`src/rtl/dbs_pkg.sv`:
```
package dbs_pkg;
  typedef enum logic [1:0] {
    CMD_ACT = 2'd0,
    CMD_RD  = 2'd1,
    CMD_WR  = 2'd2,
    CMD_PRE = 2'd3
  } cmd_e;

  typedef enum logic [1:0] {
    ST_IDLE,
    ST_ACT,
    ST_RCD,
    ST_BURST
  } st_e;
endpackage

```
`src/rtl/dbs_downcnt.sv`:
```
module dbs_downcnt #(
  parameter int unsigned SPAN = 4
) (
  input  logic clk,
  input  logic rst,
  input  logic load,
  output logic zero
);
  localparam int unsigned W = $clog2(SPAN + 1);

  logic [W-1:0] cnt;

  // loaded with SPAN-1 on the command edge: the next command may follow SPAN cycles later
  always_ff @(posedge clk) begin
    if (rst)            cnt <= '0;
    else if (load)      cnt <= W'(SPAN - 1);
    else if (cnt != '0) cnt <= cnt - 1'b1;
  end

  assign zero = (cnt == '0);
endmodule

```
`src/rtl/dbs_row_track.sv`:
```
module dbs_row_track #(
  parameter int unsigned ROW_W = 14
) (
  input  logic             clk,
  input  logic             rst,
  input  logic             open_set,
  input  logic             close_clr,
  input  logic [ROW_W-1:0] set_row,
  input  logic [ROW_W-1:0] cmp_row,
  output logic             is_open,
  output logic [ROW_W-1:0] cur_row,
  output logic             hit
);
  always_ff @(posedge clk) begin
    if (rst) begin
      is_open <= 1'b0;
      cur_row <= '0;
    end else if (open_set) begin
      is_open <= 1'b1;
      cur_row <= set_row;
    end else if (close_clr) begin
      is_open <= 1'b0;
    end
  end

  assign hit = is_open && (cur_row == cmp_row);

  AST_OPEN_CLOSE_EXCL: assert property (@(posedge clk) disable iff (rst)
    !(open_set && close_clr));
endmodule

```
`src/rtl/dram_bank_seq.sv`:
```
module dram_bank_seq
  import dbs_pkg::*;
#(
  parameter int unsigned ROW_W   = 14,
  parameter int unsigned COL_W   = 10,
  parameter int unsigned BANK_W  = 3,
  parameter int unsigned BANK_ID = 0,
  parameter int unsigned T_RC    = 10,
  parameter int unsigned T_WTR   = 4,
  parameter int unsigned T_RCD   = 3
) (
  input  logic              clk,
  input  logic              rst,
  input  logic              policy_closed,
  input  logic              req_valid,
  output logic              req_ready,
  input  logic [ROW_W-1:0]  req_row,
  input  logic [COL_W-1:0]  req_col,
  input  logic              req_write,
  input  logic              req_same_row,
  input  logic              burst_done,
  output logic              cmd_valid,
  output logic [1:0]        cmd_type,
  output logic [BANK_W-1:0] cmd_bank,
  output logic [ROW_W-1:0]  cmd_row,
  output logic [COL_W-1:0]  cmd_col,
  output logic              row_open,
  output logic [ROW_W-1:0]  open_row
);
  localparam int unsigned AGE_W = $clog2(T_RC + T_RCD + T_WTR + 1) + 1;

  st_e              st, st_n;
  logic [ROW_W-1:0] q_row;
  logic [COL_W-1:0] q_col;
  logic             q_wr, q_same;

  logic             rc_zero, rcd_zero, wtr_zero;
  logic             is_open, hit;
  logic [ROW_W-1:0] cur_row;

  logic             go;
  cmd_e             go_type;
  logic [ROW_W-1:0] go_row;
  logic [COL_W-1:0] go_col;
  logic             accept;

  assign accept = req_valid && req_ready;

  dbs_downcnt #(.SPAN(T_RC)) u_rc_cnt (
    .clk(clk), .rst(rst), .load(go && go_type == CMD_ACT), .zero(rc_zero));

  dbs_downcnt #(.SPAN(T_RCD)) u_rcd_cnt (
    .clk(clk), .rst(rst), .load(go && go_type == CMD_ACT), .zero(rcd_zero));

  dbs_downcnt #(.SPAN(T_WTR)) u_wtr_cnt (
    .clk(clk), .rst(rst), .load(go && go_type == CMD_WR), .zero(wtr_zero));

  dbs_row_track #(.ROW_W(ROW_W)) u_track (
    .clk(clk), .rst(rst),
    .open_set(go && go_type == CMD_ACT),
    .close_clr(go && go_type == CMD_PRE),
    .set_row(go_row), .cmp_row(req_row),
    .is_open(is_open), .cur_row(cur_row), .hit(hit));

  // next-command selection
  always_comb begin
    go        = 1'b0;
    go_type   = CMD_ACT;
    go_row    = q_row;
    go_col    = q_col;
    st_n      = st;
    req_ready = 1'b0;
    case (st)
      ST_IDLE: begin
        if (hit)          req_ready = req_write || wtr_zero;
        else if (is_open) req_ready = 1'b1;
        else              req_ready = rc_zero;
        if (accept) begin
          go     = 1'b1;
          go_row = req_row;
          go_col = req_col;
          if (hit) begin
            go_type = req_write ? CMD_WR : CMD_RD;
            st_n    = ST_BURST;
          end else if (is_open) begin
            go_type = CMD_PRE;
            go_row  = cur_row;
            go_col  = '0;
            st_n    = ST_ACT;
          end else begin
            go_type = CMD_ACT;
            go_col  = '0;
            st_n    = ST_RCD;
          end
        end
      end
      ST_ACT: begin
        if (rc_zero) begin
          go      = 1'b1;
          go_type = CMD_ACT;
          go_col  = '0;
          st_n    = ST_RCD;
        end
      end
      ST_RCD: begin
        if (rcd_zero && (q_wr || wtr_zero)) begin
          go      = 1'b1;
          go_type = q_wr ? CMD_WR : CMD_RD;
          st_n    = ST_BURST;
        end
      end
      ST_BURST: begin
        if (burst_done) begin
          st_n = ST_IDLE;
          if (policy_closed && !q_same) begin
            go      = 1'b1;
            go_type = CMD_PRE;
            go_row  = cur_row;
            go_col  = '0;
          end
        end
      end
      default: st_n = ST_IDLE;
    endcase
  end

  always_ff @(posedge clk) begin
    if (rst) begin
      st        <= ST_IDLE;
      q_row     <= '0;
      q_col     <= '0;
      q_wr      <= 1'b0;
      q_same    <= 1'b0;
      cmd_valid <= 1'b0;
      cmd_type  <= CMD_ACT;
      cmd_row   <= '0;
      cmd_col   <= '0;
    end else begin
      st        <= st_n;
      cmd_valid <= go;
      cmd_type  <= go_type;
      cmd_row   <= go_row;
      cmd_col   <= go_col;
      if (accept) begin
        q_row  <= req_row;
        q_col  <= req_col;
        q_wr   <= req_write;
        q_same <= req_same_row;
      end
    end
  end

  assign cmd_bank = BANK_W'(BANK_ID);
  assign row_open = is_open;
  assign open_row = cur_row;

  // cycles since the last issued ACTIVATE / WRITE, measured at the outputs
  logic [AGE_W-1:0] act_age, wr_age;
  always_ff @(posedge clk) begin
    if (rst) begin
      act_age <= '1;
      wr_age  <= '1;
    end else begin
      if (cmd_valid && cmd_type == CMD_ACT) act_age <= AGE_W'(1);
      else if (act_age != '1)               act_age <= act_age + 1'b1;
      if (cmd_valid && cmd_type == CMD_WR)  wr_age  <= AGE_W'(1);
      else if (wr_age != '1)                wr_age  <= wr_age + 1'b1;
    end
  end

  AST_ACT_SPACING: assert property (@(posedge clk) disable iff (rst)
    (cmd_valid && cmd_type == CMD_ACT) |-> act_age >= AGE_W'(T_RC));
  AST_ACT_TO_COL: assert property (@(posedge clk) disable iff (rst)
    (cmd_valid && (cmd_type == CMD_RD || cmd_type == CMD_WR)) |-> act_age >= AGE_W'(T_RCD));
  AST_WR_TO_RD: assert property (@(posedge clk) disable iff (rst)
    (cmd_valid && cmd_type == CMD_RD) |-> wr_age >= AGE_W'(T_WTR));
  AST_COL_NEEDS_OPEN: assert property (@(posedge clk) disable iff (rst)
    (cmd_valid && (cmd_type == CMD_RD || cmd_type == CMD_WR)) |-> row_open);
  AST_ACT_ON_CLOSED: assert property (@(posedge clk) disable iff (rst)
    (cmd_valid && cmd_type == CMD_ACT) |-> !$past(is_open));
  AST_ACCEPT_ISSUES: assert property (@(posedge clk) disable iff (rst)
    (req_valid && req_ready) |=> cmd_valid);
  AST_POLICY_STABLE: assert property (@(posedge clk) disable iff (rst)
    (st != ST_IDLE) |-> $stable(policy_closed));
endmodule

```
`config.mk`:
```
export PLATFORM = sky130hd
export DESIGN_NAME = dram_bank_seq
export DESIGN_NICKNAME = d
export VERILOG_FILES = /design/src/rtl/dbs_pkg.sv /design/src/rtl/dbs_downcnt.sv /design/src/rtl/dbs_row_track.sv /design/src/rtl/dram_bank_seq.sv
export SDC_FILE = /design/constraint.sdc
export NUM_CORES = 1
export LEC_CHECK = 0
export CORE_UTILIZATION = 46
export CTS_CLUSTER_DIAMETER = 40
export DETAILED_ROUTE_END_ITERATION = 16
export GPL_ROUTABILITY_DRIVEN = 0
export MAX_ROUTING_LAYER = met4
export PLACE_DENSITY = 0.75
export SETUP_SLACK_MARGIN = 0.1
export SLEW_MARGIN = 20
export SYNTH_ARGS = -nofsm -noshare
export SYNTH_HDL_FRONTEND = slang
export SYNTH_SLANG_ARGS = --single-unit
export TNS_END_PERCENT = 5
```
`constraint.sdc`:
```
create_clock -name clk -period 2.4 [get_ports clk]
set_clock_uncertainty 0.15 [all_clocks]
set_input_delay 0.24 -clock clk [delete_from_list [all_inputs] [get_ports clk]]
set_output_delay 0.24 -clock clk [all_outputs]
set_load 0.02 [all_outputs]
```
Yosys cells after proc, flatten, opt, wreduce, memory -nomap -nowiden
Cells that the tools add are included.
Operators by class
  add/sub/neg operators: 3
  equality and inequality tests: 10
  muxes and demuxes: 45
  reductions and logical operators: 25
Operators with widths (count)
  2-to-1 mux 14 bit: 5
  2-to-1 mux 10 bit: 5
  2-to-1 mux 2 bit: 18
  case mux 10 bit (3 select lines): 1
  case mux 14 bit (2 select lines): 1
  case mux 2 bit (4 select lines): 2
  equality test 14 bit: 1
  2-to-1 mux 1 bit: 10
  nonzero test 2 bit: 5
  equality test 2 bit (second input constant): 4
  2-to-1 mux 4 bit: 2
  != test 2 bit (second input constant): 4
  logical AND 1 bit: 7
  logical NOT 2 bit: 3
  logical NOT 4 bit: 1
  case mux 1 bit (4 select lines): 1
  AND reduction 4 bit: 1
  nonzero test 4 bit: 1
  OR reduction 2 bit: 2
  subtractor 4 x 1 -> 4 bit (second input constant): 1
  logical NOT 3 bit: 1
  nonzero test 3 bit: 1
  subtractor 3 x 1 -> 3 bit (second input constant): 1
  equality test 2 x 1 -> 1 bit (second input constant): 1
  3 further kinds: 4
Word-level totals
  flip-flop bits (word level): 79
  bits of input ports: 31
  output and inout bits: 46
  logic and storage cells: 100

Longest topological paths before layout
  depth in word-level cells: 11
  depth in mapped cells: 11

By module
From an unflattened synthesis, not the netlist that was laid out.
Second synthesis, totals
  cell total of the unflattened synthesis: 422
  area total of the unflattened synthesis: 3797.4 um2
By module, submodules not included
  dram_bank_seq: times used 1, cells an instance 310, area each 2660.1 um2
  dbs_row_track: times used 1, cells an instance 68, area each 691.9 um2
  dbs_downcnt at u_rc_cnt: times used 1, cells an instance 20, area each 202.7 um2
  dbs_downcnt at u_wtr_cnt: times used 1, cells an instance 18, area each 175.2 um2
  dbs_downcnt at u_rcd_cnt: times used 1, cells an instance 6, area each 67.6 um2

Least setup slack after synthesis
No wires, ideal clock.
  path type: register to register
  start point: reg u_track.cur_row[1]
  end point: reg u_track.cur_row[13]
  setup time: 0.080 ns
  arrival: 2.380 ns
  data required time: 2.170 ns
  slack: -0.210 ns
  cell stages (with the launch flop): 9
  path buffers: 1
  period minus slack after synthesis: 2.610 ns
  path through: dfxtp_1 xnor2_1 nand4_1 nor4_4 nor2b_2 a2111oi_4 buf_6 nor2_1 a211oi_2
Between the ends
  longest elaborated chain between the ends: 9
Ends and longest elaborated chain
  start, declared: RTL line dbs_row_track.sv:11  | output logic [ROW_W-1:0] cur_row,
  start signal, assigned: RTL line dbs_row_track.sv:20  | cur_row <= set_row;
  equality test 14 bit *: RTL line dbs_row_track.sv:26  | assign hit = is_open && (cur_row == cmp_row);
  logical AND 1 bit *: RTL line dbs_row_track.sv:26
  2-to-1 mux 1 bit: RTL line dram_bank_seq.sv:75  | if (hit) req_ready = req_write || wtr_zero;
  2-to-1 mux 1 bit: RTL line dram_bank_seq.sv:73  | case (st)
  logical AND 1 bit: RTL line dram_bank_seq.sv:47  | assign accept = req_valid && req_ready;
  2-to-1 mux 2 bit: RTL line dram_bank_seq.sv:78  | if (accept) begin
  case mux 2 bit (4 select lines): RTL line dram_bank_seq.sv:73
  logical NOT 2 bit: RTL line dram_bank_seq.sv:60  | .open_set(go && go_type == CMD_ACT),
  logical AND 1 bit: RTL line dram_bank_seq.sv:60
Mark *: on every way between the ends. The rest lies on a longest branch, timed or not.
A chain may end at the register's enable or synchronous reset.

Worst setup path after layout
  start point: reg u_track.cur_row[5]
  end point: reg u_track.cur_row[3]
The elaborated chain is that of the path after synthesis.

==> metrics.md <==
| Metric | Value |
|---|---|
| Iteration-0 DRC Markers | `431` |
| TritonCTS clock tree | `built` |
| Period utilization | `107%` |
| Register area share after synthesis | `41.8%` |
| Pleak | `0.00235 uW` |
| Synth cell types | `55` |
| Final Cell Area | `5910 sq um` |
| Worst-path clk slew | `90 ps` |
| Post-synthesis cell count | `457` |
| CP Max Fanout | `4` |
| Share of layout cells above drive strength 1 | `31.9%` |
| Port Buffers | `73` |
| Commonest non-fill, non-tap cell in the layout | `nand2_1` |
| I/O pins | `77` |
| CTS Hold Bufs | `0` |
| Synthesis-stage register bit count | `79` |
| Mean number of vias per cell | `5.77` |
| Worst r2r path cells | `8` |
| TritonCTS Sinks | `79` |
| Initial DRT Pass Iterations | `7` |
| DRC | `0` |
| DRT Wirelength | `12300 um` |
| Max H-tree Level | `3` |
| Unrepaired setup endpoints after global routing | `true` |
| Setup violators final | `21` |
| Status | `finished with violations` |
| Routed wl met2 | `6110 um` |
| Achievable Freq | `391 MHz` |
| Clock Latency Late Sink | `370 ps` |
| Met1 WL | `4810 um` |
| First-pass GRT wire length | `18100 um` |
| Final Worst Setup Slack | `-158 ps` |
| PwrDens | `1480 nW/um^2` |
| Combinational share of power | `65.0%` |
| Fin nets | `653` |
| Average size of a mapped cell | `8.28 sq um` |
| Commonest non-fill, non-tap cells in the layout | `87 x nand2_1, 85 x buf_4, 68 x dfxtp_1` |
| Violated checks | `negative setup slack` |
| Total GRT Usage | `27.6%` |
| Final Hold Fails | `0` |
| DP Worst Slack | `-675 ps` |
| Ys async rst share | `0%` |
| CP arrival | `2630 ps` |
| Sw frac | `43.3%` |
| Hold path cells | `3` |
| Clock power share | `12.0%` |
| Initial antenna violation count | `0` |
| Die X | `92.7 um` |
| # rows | `32` |
| Largest net degree at the start of global routing | `46` |
| CP startpoint kind | `flop` |
| Peak supply drop | `0.783 mV` |
| Area after DPL | `5200 sq um` |
| Crit path capture type | `flop` |
| Hold slack | `69.2 ps` |
| Vias in the first global route | `3913` |
| Vias | `4167` |
| Max_cap viols | `0` |
| P_sw | `3770 uW` |
| Clock root buffer | `clkbuf_8` |
| HPWL after DPL | `7500 um` |
| Critical Path RT | `2470 ps` |
| Die Y | `92.7 um` |
| Worst slew pin tran | `875 ps` |
| Post-synth EDFFs | `0` |
| Tmin final | `2560 ps` |
| Layout area overhead | `56.2%` |
| CTS buffer count | `9` |
| Max Root-Sink Buffers | `2` |
| Met3 WL | `929 um` |
| Worst min path class | `input pin to flop` |
| Internal | `4950 uW` |
| Detail Route Antenna Nets | `0` |
| Inserted Diodes | `0` |
| Initial Util | `48.2%` |
| Top_reg_cell synth | `dfxtp_1` |
| WS Path Type | `flop to flop` |
| WL per Instance | `17.1 um` |
| Max-slew violations | `0` |
| Total congestion overflow | `0` |
| Synthesized area | `3780 sq um` |
| Relative slew slack | `41.7%` |
| DR top layer | `met4` |
| TNS Setup | `-1210 ps` |
| Ys Warns | `0` |
| Power share of the sequential group | `23.0%` |
| Core Area | `7850 sq um` |
| Total die area | `8590 sq um` |
[worst paths after layout]
check                     startpoint                 end  slack [ps]
setup / recovery  u_track.cur_row[5]  u_track.cur_row[3]        -160
hold / removal            req_row[0]            q_row[0]          70
setup reg to reg  u_track.cur_row[5]  u_track.cur_row[3]        -160
hold reg to reg             q_col[0]            q_col[0]         310
[sequential cells by signal, summed over array words and instances (netlist names)]
register	flops
cmd_row	14
q_same	1
u_wtr_cnt.cnt	3
q_wr	1
u_track.is_open	1
u_rcd_cnt.cnt	2
q_row	14
u_rc_cnt.cnt	4
cmd_col	10
q_col	10
cmd_type	2
cmd_valid	1
st	2
u_track.cur_row	14
[per-layer routing]
| metal | vias up | track usage [%] |
|---|---|---|
| met4 | 0 | 13.3 |
| met3 | 55 | 4.68 |
| li1 | 1915 | - |
| met1 | 1960 | 32.6 |
| met2 | 237 | 45.6 |
| met5 | - | - |
[metrics by stage]
step / cells / utilization (%) / power (uW)
3_5_place_dp: 692 / 66.3 / 6600
2_1_floorplan: 459 / - / 4550
4_1_cts: 714 / 71.7 / 8020
5_1_grt: 722 / 75.3 / 9210
6_report: 722 / 75.3 / 8720
3_3_place_gp: 692 / 66.3 / 6490
[synthesized netlist by cell type, types with 2 or more instances]
master      n  area (sq um)
a2111oi_1   3          30.0
a211oi_1   18           135
a211oi_2    4          50.1
a21oi_1    48           240
a221o_1     4          40.0
a22oi_1     9          67.6
a31oi_1     2          12.5
a41oi_1     2          17.5
and2_1      2          12.5
buf_2       5          25.0
buf_4       4          30.0
clkbuf_1   17          63.8
dfxtp_1    79          1580
ha_1        7          87.6
inv_1      12          45.0
mux2i_1    15           150
nand2_1    87           327
nand2b_1    4          25.0
nand3_1     4          20.0
nand4_1     4          25.0
nor2_1     47           176
nor2b_1     2          12.5
nor3_1      4          20.0
nor3b_1     3          22.5
nor4_1      2          12.5
o211ai_1    3          22.5
o21ai_0    17          85.1
o21bai_1    2          15.0
o22a_1      2          17.5
or2_2       2          12.5
or3_1       3          18.8
xnor2_1    17           149
[cells by family after synthesis]
kind of cell	count (synthesis)	synth area share (%)
adder cells (fa/ha/maj)	7	2.31
other	1	0.0991
AO/OA/AOI/OAI	124	22.2
XOR/XNOR	17	3.94
flip-flops	79	41.8
buffers and inverters	40	4.73
multiplexers	15	3.97
AND/OR/NAND/NOR	174	20.9
[area by class of cell]
cell class	instances	area, sq um
clock buffer	9	124
fill	518	1940
sequential	79	1600
clock inverter	7	78.8
multi-input combinational	340	2370
timing repair buffer	173	1570
tap	102	128
inverter	12	45.0
[power by group through the flow]
stage                     clock, uW  sequential (uW)  combinational (uW)
after floorplan                   0             2260                2290
after global placement            0             1950                4540
after detailed placement          0             1970                4630
after CTS                      1040             1970                5010
after global routing           1120             2050                6040
final                          1050             2010                5670
[worst max-delay path: stages (launching register included)]
cell,delay [ps]
dfxtp_1,340
xnor2_2,210
nand4_1,230
o41ai_4,460
buf_6,200
mux2i_1,290
o21ai_0,160
a211oi_2,270
a211oi_1,110
[timing repair]
item,in CTS,in global routing
setup endpoints to repair,56,61
pin swaps,39,23
setup buffers,6,7
gates resized for setup,47,55
cloned,0,2
No activity file was read; power rests on OpenSTA's default activity.
